[config.mk]
export PLATFORM = sky130hd
export DESIGN_NAME = sym_timing_loop
export DESIGN_NICKNAME = d
export VERILOG_FILES = /design/src/rtl/sym_timing_pkg.sv /design/src/rtl/sym_ted_stage.sv /design/src/rtl/sym_pi_stage.sv /design/src/rtl/sym_timing_loop.sv
export SDC_FILE = /design/constraint.sdc
export NUM_CORES = 2
export LEC_CHECK = 0
export CAP_MARGIN = 15
export CORE_MARGIN = 10
export CORE_UTILIZATION = 60
export DETAILED_ROUTE_END_ITERATION = 10
export DONT_BUFFER_PORTS = 1
export PLACE_DENSITY_LB_ADDON = 0.25
export SLEW_MARGIN = 5
export SYNTH_ARGS = -nofsm -noshare
export SYNTH_HDL_FRONTEND = slang
export SYNTH_HIERARCHICAL = 1
export SYNTH_SLANG_ARGS = --single-unit
export TNS_END_PERCENT = 50
[constraint.sdc]
create_clock -name clk -period 10.4 [get_ports clk]
set_input_delay 1.04 -clock clk [delete_from_list [all_inputs] [get_ports clk]]
set_output_delay 1.04 -clock clk [all_outputs]
set_load 0.02 [all_outputs]
[src/rtl/sym_timing_pkg.sv]
package sym_timing_pkg;

    typedef enum logic {
        DET_ZERO_CROSS = 1'b0,
        DET_GARDNER    = 1'b1
    } det_mode_e;

    function automatic int imax(input int a, input int b);
        return (a > b) ? a : b;
    endfunction

endpackage

[src/rtl/sym_ted_stage.sv]
module sym_ted_stage
    import sym_timing_pkg::*;
#(
    parameter int SW = 12,
    parameter int EW = 2 * SW + 1
) (
    input  logic                 clk,
    input  logic                 rst_n,
    input  logic                 clr,
    input  logic                 samp_vld,
    input  logic                 on_time,
    input  det_mode_e            mode,
    input  logic signed [SW-1:0] samp,
    output logic signed [EW-1:0] err,
    output logic                 err_vld
);

    typedef struct packed {
        logic signed [SW-1:0] mid;
        logic signed [SW-1:0] prev;
        logic signed [EW-1:0] err;
        logic                 vld;
    } ted_st_t;

    ted_st_t st_d, st_q;

    logic signed [EW-1:0] mid_x;
    logic signed [SW:0]   diff;
    logic signed [EW-1:0] diff_x;
    logic signed [EW-1:0] err_gd;
    logic signed [EW-1:0] err_zc;

    always_comb begin
        mid_x  = {{(EW-SW){st_q.mid[SW-1]}}, st_q.mid};
        diff   = {st_q.prev[SW-1], st_q.prev} - {samp[SW-1], samp};
        diff_x = {{(EW-SW-1){diff[SW]}}, diff};
        err_gd = mid_x * diff_x;

        // decisions: a sign bit of 0 (including zero) means +1
        if (st_q.prev[SW-1] == samp[SW-1]) begin
            err_zc = '0;
        end else if (!st_q.prev[SW-1]) begin
            err_zc = mid_x <<< 1;
        end else begin
            err_zc = -(mid_x <<< 1);
        end

        st_d     = st_q;
        st_d.vld = 1'b0;
        if (clr) begin
            st_d = '0;
        end else if (samp_vld) begin
            if (on_time) begin
                st_d.err  = (mode == DET_GARDNER) ? err_gd : err_zc;
                st_d.vld  = 1'b1;
                st_d.prev = samp;
            end else begin
                st_d.mid = samp;
            end
        end
    end

    always_ff @(posedge clk or negedge rst_n) begin
        if (!rst_n) begin
            st_q <= '0;
        end else begin
            st_q <= st_d;
        end
    end

    assign err     = st_q.err;
    assign err_vld = st_q.vld;

endmodule

[src/rtl/sym_pi_stage.sv]
module sym_pi_stage #(
    parameter int            EW      = 25,
    parameter int            KW      = 16,
    parameter logic [KW-1:0] K_PROP  = 16'd27892,
    parameter logic [KW-1:0] K_INT   = 16'd23781,
    parameter int            SH      = 8,
    parameter int            IW      = 44,
    parameter int            CW      = 51
) (
    input  logic                 clk,
    input  logic                 rst_n,
    input  logic                 clr,
    input  logic                 err_vld,
    input  logic signed [EW-1:0] err,
    output logic signed [CW-1:0] ctrl,
    output logic                 ctrl_vld
);

    localparam int PW = EW + KW + 1;

    typedef struct packed {
        logic signed [IW-1:0] integ;
        logic signed [CW-1:0] ctrl;
        logic                 vld;
    } pi_st_t;

    pi_st_t st_d, st_q;

    logic signed [PW-1:0] err_x;
    logic signed [PW-1:0] kp_x;
    logic signed [PW-1:0] ki_x;
    logic signed [PW-1:0] p_prop;
    logic signed [PW-1:0] p_int;
    logic signed [IW:0]   sum;
    logic signed [IW-1:0] sat;
    logic signed [CW-1:0] ctrl_n;

    always_comb begin
        err_x  = {{(PW-EW){err[EW-1]}}, err};
        kp_x   = {{(PW-KW){1'b0}}, K_PROP};
        ki_x   = {{(PW-KW){1'b0}}, K_INT};
        p_prop = err_x * kp_x;
        p_int  = err_x * ki_x;

        sum = {{(IW+1-PW){p_int[PW-1]}}, p_int} + {st_q.integ[IW-1], st_q.integ};
        if (sum[IW] != sum[IW-1]) begin
            sat = sum[IW] ? {1'b1, {(IW-1){1'b0}}} : {1'b0, {(IW-1){1'b1}}};
        end else begin
            sat = sum[IW-1:0];
        end

        ctrl_n = {{(CW-PW-SH){p_prop[PW-1]}}, p_prop, {SH{1'b0}}}
               + {{(CW-IW){st_q.integ[IW-1]}}, st_q.integ};

        st_d     = st_q;
        st_d.vld = 1'b0;
        if (clr) begin
            st_d = '0;
        end else if (err_vld) begin
            st_d.integ = sat;
            st_d.ctrl  = ctrl_n;
            st_d.vld   = 1'b1;
        end
    end

    always_ff @(posedge clk or negedge rst_n) begin
        if (!rst_n) begin
            st_q <= '0;
        end else begin
            st_q <= st_d;
        end
    end

    assign ctrl     = st_q.ctrl;
    assign ctrl_vld = st_q.vld;

endmodule

[src/rtl/sym_timing_loop.sv]
module sym_timing_loop
    import sym_timing_pkg::*;
#(
    parameter int            SW        = 12,
    parameter int            KW        = 16,
    parameter logic [KW-1:0] K_PROP    = 16'd27892,
    parameter logic [KW-1:0] K_INT     = 16'd23781,
    parameter int            PROP_FRAC = 22,
    parameter int            INT_FRAC  = 30,
    parameter int            IW        = 44,
    localparam int           EW        = 2 * SW + 1,
    localparam int           SH        = INT_FRAC - PROP_FRAC,
    localparam int           PW        = EW + KW + 1,
    localparam int           CW        = imax(PW + SH, IW) + 1
) (
    input  logic                 clk,
    input  logic                 rst_n,
    input  logic                 clr,
    input  logic                 samp_vld,
    input  logic                 on_time,
    input  logic                 mode_gardner,
    input  logic signed [SW-1:0] samp,
    output logic                 err_vld,
    output logic signed [EW-1:0] err_out,
    output logic                 ctrl_vld,
    output logic signed [CW-1:0] ctrl_out
);

    det_mode_e mode;
    assign mode = det_mode_e'(mode_gardner);

    sym_ted_stage #(
        .SW (SW),
        .EW (EW)
    ) u_ted (
        .clk      (clk),
        .rst_n    (rst_n),
        .clr      (clr),
        .samp_vld (samp_vld),
        .on_time  (on_time),
        .mode     (mode),
        .samp     (samp),
        .err      (err_out),
        .err_vld  (err_vld)
    );

    sym_pi_stage #(
        .EW     (EW),
        .KW     (KW),
        .K_PROP (K_PROP),
        .K_INT  (K_INT),
        .SH     (SH),
        .IW     (IW),
        .CW     (CW)
    ) u_pi (
        .clk      (clk),
        .rst_n    (rst_n),
        .clr      (clr),
        .err_vld  (err_vld),
        .err      (err_out),
        .ctrl     (ctrl_out),
        .ctrl_vld (ctrl_vld)
    );

endmodule

* Word level (Yosys, flattened, before mapping) *
Cells that the tools add are included.

word-level totals
  register bits after elaboration = 146
  bits of input ports = 18
  output and inout bits = 78
  logic and storage cells = 33

operators by class
  $add $sub $neg = 4
  $mul = 3
  eq/ne operators = 3
  muxes and demuxes = 11
  reductions and logical operators = 5

operators by type and width
  operator                                                               count
  96-bit 2-to-1 mux                                                      2
  50-bit 2-to-1 mux                                                      2
  44-bit 2-to-1 mux                                                      2
  25-bit 2-to-1 mux                                                      3
  49-bit by 44-bit adder with 50-bit output                              1
  41-bit by 44-bit adder with 45-bit output                              1
  25-bit by 16-bit multiplier with 41-bit output, second input constant  1
  25-bit by 14-bit multiplier with 39-bit output, second input constant  1
  38-bit 2-to-1 mux                                                      1
  12-bit by 13-bit multiplier with 25-bit output                         1
  13-bit negation with 25-bit output                                     1
  12-bit by 12-bit subtractor with 13-bit output                         1
  12-bit 2-to-1 mux                                                      1
  2-bit nonzero test                                                     3
  2-bit AND reduction                                                    2
  2-bit inequality test, second input constant                           1
  1-bit == test                                                          1
  1-bit inequality test                                                  1

* Logic depth before layout (Yosys ltp) *
  word-level depth = 7
  depth in mapped cells = 34
  gate-level depth less buffers = 32

* Cells and area by module *
The synthesis kept the hierarchy.

by module, submodules not included
  module         times used  cells an instance  area each (um^2)  sequential area each (um^2)
  sym_pi_stage   1           2,368              22,655.5          2,377.3
  sym_ted_stage  1           1,021              9,041.2           1,251.2

* Least setup slack after synthesis *
Ideal clock, no wire load.

  path type = input -> register
  from = input samp[0]
  to = register u_ted.st_q (netlist bit u_ted/err[24])
  setup time = 126 ps
  arrival time = 7,458 ps
  data required time = 10,274 ps
  slack = 2,816 ps
  stages on the path = 26
  buffers on the path = 1
  path through = ha_1 fa_1 nor2b_1 o21ai_0 a21boi_0 nor4_1 o21ai_0 xor2_1 clkbuf_1 nand2_1 fa_1 inv_1 fa_1 fa_1 fa_1 inv_1 fa_1 inv_1 ha_1 a21o_1 a21o_1 a31o_1 a31o_1 o41ai_2 xnor2_1 a221o_1

between the ends
  cells in the longest elaborated chain, start to end = 6

ends and longest elaborated chain
  element                                         RTL line               RTL
  start: declaration                              sym_timing_loop.sv:22  input logic signed [SW-1:0] samp,
  12-bit by 12-bit subtractor with 13-bit output  sym_ted_stage.sv:35    diff = {st_q.prev[SW-1], st_q.prev} - {samp[SW-1], samp};
  12-bit by 13-bit multiplier with 25-bit output  sym_ted_stage.sv:37    err_gd = mid_x * diff_x;
  25-bit 2-to-1 mux                               sym_ted_stage.sv:54    st_d.err = (mode == DET_GARDNER) ? err_gd : err_zc;
  38-bit 2-to-1 mux                               sym_ted_stage.sv:53    if (on_time) begin
  50-bit 2-to-1 mux                               sym_ted_stage.sv:52    end else if (samp_vld) begin
  50-bit 2-to-1 mux                               sym_ted_stage.sv:50    if (clr) begin
  end signal: assignment                          sym_ted_stage.sv:67    st_q <= st_d;
  end: declaration                                sym_ted_stage.sv:25    ted_st_t st_d, st_q;

Every way passes these cells. The select of a mux whose other input is x is not followed.
A chain may end at the register's enable or synchronous reset.

* Worst setup path after layout *
  from = register u_ted.st_q (netlist bit u_ted/err[12])
  to = register u_pi.st_q (netlist bit u_pi/ctrl[48])

between the ends
  cells in the longest elaborated chain, start to end = 4

ends and longest elaborated chain
  element                                         RTL line            RTL
  25-bit by 14-bit multiplier with 39-bit output  sym_pi_stage.sv:42  p_prop = err_x * kp_x;
  49-bit by 44-bit adder with 50-bit output       sym_pi_stage.sv:53  + {{(CW-IW){st_q.integ[IW-1]}}, st_q.integ};
  96-bit 2-to-1 mux                               sym_pi_stage.sv:59  end else if (err_vld) begin
  96-bit 2-to-1 mux                               sym_pi_stage.sv:57  if (clr) begin
  end signal: assignment                          sym_pi_stage.sv:70  st_q <= st_d;
  end: declaration                                sym_pi_stage.sv:27  pi_st_t st_d, st_q;

Every way passes these cells. The select of a mux whose other input is x is not followed.

==> results.md <==
* Outcome: completed
* Number of flops mapped to enable cells by yosys at 0
* Detail Route met2 WL at 41400 um
* Final hold vios at 0
* Clock Latency Late Sink at 0.49 ns
* Area of the multi-input gates at 24200 um^2
* Top cell by count, worst path: inv_1
* Core region area at 52400 um^2
* Critical path required time at 10.82 ns
* HPWL after DPL at 70100 um
* Worst slew margin at 0.284
* Initial Utilization at 0.604
* P_leak at approximately 18 nW
* Yosys Warn Count at 6
* Layout Nets at approximately 4.2k
* Final Power at 6.76 mW
* M1 WL at 34500 um
* Worst reg2reg setup slack at 1.51 ns
* Initial antenna violation count at 1
* Crit Path Class: flip-flop to flip-flop
* Worst Hold Slack at roughly 0.24 ns
* Logic pwr share at 0.788
* RSZ-0062 raised after global routing: false
* Yosys top cell area share at 0.320
* Final GP Congestion at 0.952
* Met3 routed WL at 4390 um
* Minimum clock period at 8.89 ns
* CTS buffer count at 17
* Final setup viols at 0
* Worst slew pin tran at roughly 1.1 ns
* Syn Area/Cell at 9.35 um^2
* R2r endpoint: u_pi/ctrl[48]
* ANT nets after route at 0
* Die Width at 250 um
* Top post-synthesis cells by area: fa_1, ha_1, dfrtp_1
* Crit-path max FO at 9
* F_max at 0.113 GHz
* # IOs at 96
* Residual DRC at 0
* Tcrit/Tclk final at 0.854
* Setup TNS at 0 ns
* Post-synth top cells: inv_1, fa_1, ha_1, nand2_1, dfrtp_1
* Critical Path Slowest Stage Cell: dfrtp_1
* Area leader, netlist: fa_1
* R2R cell count at 30
* Register area at 3630 um^2
* Clock share of power at 0.094
* Core Util, Final at 0.618
* CTS Sinks at 145
* Post-Syn Area at about 32000 um^2
* Hold Buf Count CTS at 0
* PortBufs at 0
* Ant. Diodes at 0
* Prevailing post-synth register cell: dfrtp_1
* Die area at 62400 um^2
* WL/cell at between 20 and 25 um
* Hold WC Path Type: primary input to asynchronous set/reset pin
* Power Density at 208 nW/um^2
* TritonCTS clock tree: yes
* Wirelength, routed at 83300 um
* Max_cap viols at 0
* VDD IR-drop max at 0.000146 V
* Final Instance Area at 32400 um^2
* Row cnt at 84
* Setup Buffers After CTS at 0
* Most frequent cell after synthesis: inv_1
* CTS H-tree lvls at 4
* P_int at between 3 and 4 mW
* Vias/cell at between 5 and 6
* Startpoint Class: flip-flop
* Deepest clock path buffer count at 2
* Highest Signal Layer: met4
* Post-CTS Resized at 0
* Die Y at 250 um
* Total iterations of the first detailed-routing run at 5
* Area after DPL at around 32000 um^2
* FF+latch count, synth at 145
* GRT Util Overall at 0.273
* Skew final at 0.0192 ns
* Clock Root Buffer: clkbuf_16
* Cell variety after synth at 89
* Layout cell share with drive strength beyond 1 at 0.0319
* Async set-reset flop share out of synthesis at 1.00
* Largest net degree at the start of global routing at 146
* Final Max Tran Viols at 0
* Syn nets at between 4k and 5k
* Sw Share at 0.552
* Global-route wire length before repair at 135000 um
* Seq pwr share at 0.119
* Vias in the first global route at 25.1k
* # fillers at 4472
* Seq/Total Area, Yosys at 0.114
* Net Switching at 3.73 mW
* First DRT Iteration DRCs at 1451
* Crit end category: flip-flop
* Critical path's largest stage delay at 0.85 ns
* Post-synthesis cell count at 3389
* RR Startpoint: u_ted/err[12]
* CP arrival at 9.31 ns
* Reg clk slew, reported paths at 0.08 ns
* Grt ovf at 0
* Syn-to-layout area delta at 2.29%
* Vias at approximately 23k
## worst max-delay path by stage
stage / start / end / slack, ns
2_1_floorplan: samp[0] / u_ted/err[24] / 2.82
3_5_place_dp: u_ted/err[12] / u_pi/ctrl[48] / 1.55
5_1_grt: u_ted/err[12] / u_pi/ctrl[48] / 0.93
6_report: u_ted/err[12] / u_pi/ctrl[48] / 1.51
4_1_cts: u_ted/err[12] / u_pi/ctrl[48] / 1.52
3_3_place_gp: u_ted/err[12] / u_pi/ctrl[46] / 1.69
## state kept, by name, summed over array words and instances (netlist names)
| signal | cells |
|---|---|
| u_pi/ctrl | 50 |
| u_pi/st_q | 44 |
| u_ted/err | 25 |
| u_ted/mid_x | 12 |
| u_ted/st_q | 12 |
| u_pi/ctrl_vld | 1 |
| u_ted/err_vld | 1 |
## through the flow
step | std cells | worst slack [ns]
after global placement | 3942 | 1.69
after CTS | 3974 | 1.52
after global routing | 3975 | 0.927
after detailed placement | 3942 | 1.55
final | 3975 | 1.51
after floorplan | 3389 | 2.82
## layer usage
metal,track usage,vias to the layer above
met1,0.338,11500
met4,0.0940,0
li1,-,10500
met2,0.475,689
met3,0.0412,179
met5,0,-
## cells in the final DEF (no fill, tap or decap), drive strengths merged, types with 7 or more instances in the layout
cell type	synthesis	layout
o211ai	13	13
nand3	40	40
inv	780	789
dfrtp	145	145
nand2	202	202
nand4	15	15
nor2b	31	31
nor2	131	131
fa	506	506
a21oi	144	144
mux2i	37	37
and2	63	63
and3	16	16
xnor2	115	115
o21ai	96	96
o21a	22	22
a221oi	9	9
or3	13	13
o31ai	8	8
buf	94	31
xor2	47	47
clkbuf	71	17
a22o	23	23
a221o	47	47
nand3b	7	7
a31o	7	7
nand2b	34	34
a31oi	21	21
a21o	73	73
ha	424	424
nor3	24	24
a22oi	7	7
a211oi	11	11
o21bai	22	22
## kinds of logic (layout without fill, tap and decap cells)
group | after synthesis | in the layout | synth area share
adder cells (fa/ha/maj) | 930 | 930 | 0.487
AND/OR/NAND/NOR | 595 | 595 | 0.0905
flip-flops | 145 | 145 | 0.114
multiplexers | 43 | 43 | 0.0138
buffers and inverters | 946 | 844 | 0.123
AO/OA/AOI/OAI | 568 | 568 | 0.126
XOR/XNOR | 162 | 162 | 0.0454
## power groups by stage
stage	clock network [mW]	registers, mW	logic (mW)
after global routing	0.663	0.818	5.98
final	0.632	0.804	5.32
after floorplan	0	0.700	4.11
after global placement	0	0.812	5.10
after detailed placement	0	0.814	5.25
after CTS	0.644	0.805	5.28
## critical path, delay by kind of cell, from the launching register on
family                     cells  cell delay [ns]
AOI/OAI and AO/OA              9             2.50
adders and majority gates      8             3.71
buffers and inverters          6             0.62
DFF                            1             0.85
and+or+nand+nor                7             1.10
## final cells by class
cell class              count  share of cell area
clock inverters            15             0.00440
clock buffers              17              0.0131
flip-flops and latches    145               0.112
multi-input cells        2298               0.746
inverters                 781              0.0904
well taps                 688              0.0266
repair buffers             31             0.00756
Note: power is estimated with default switching activity, not from simulation.
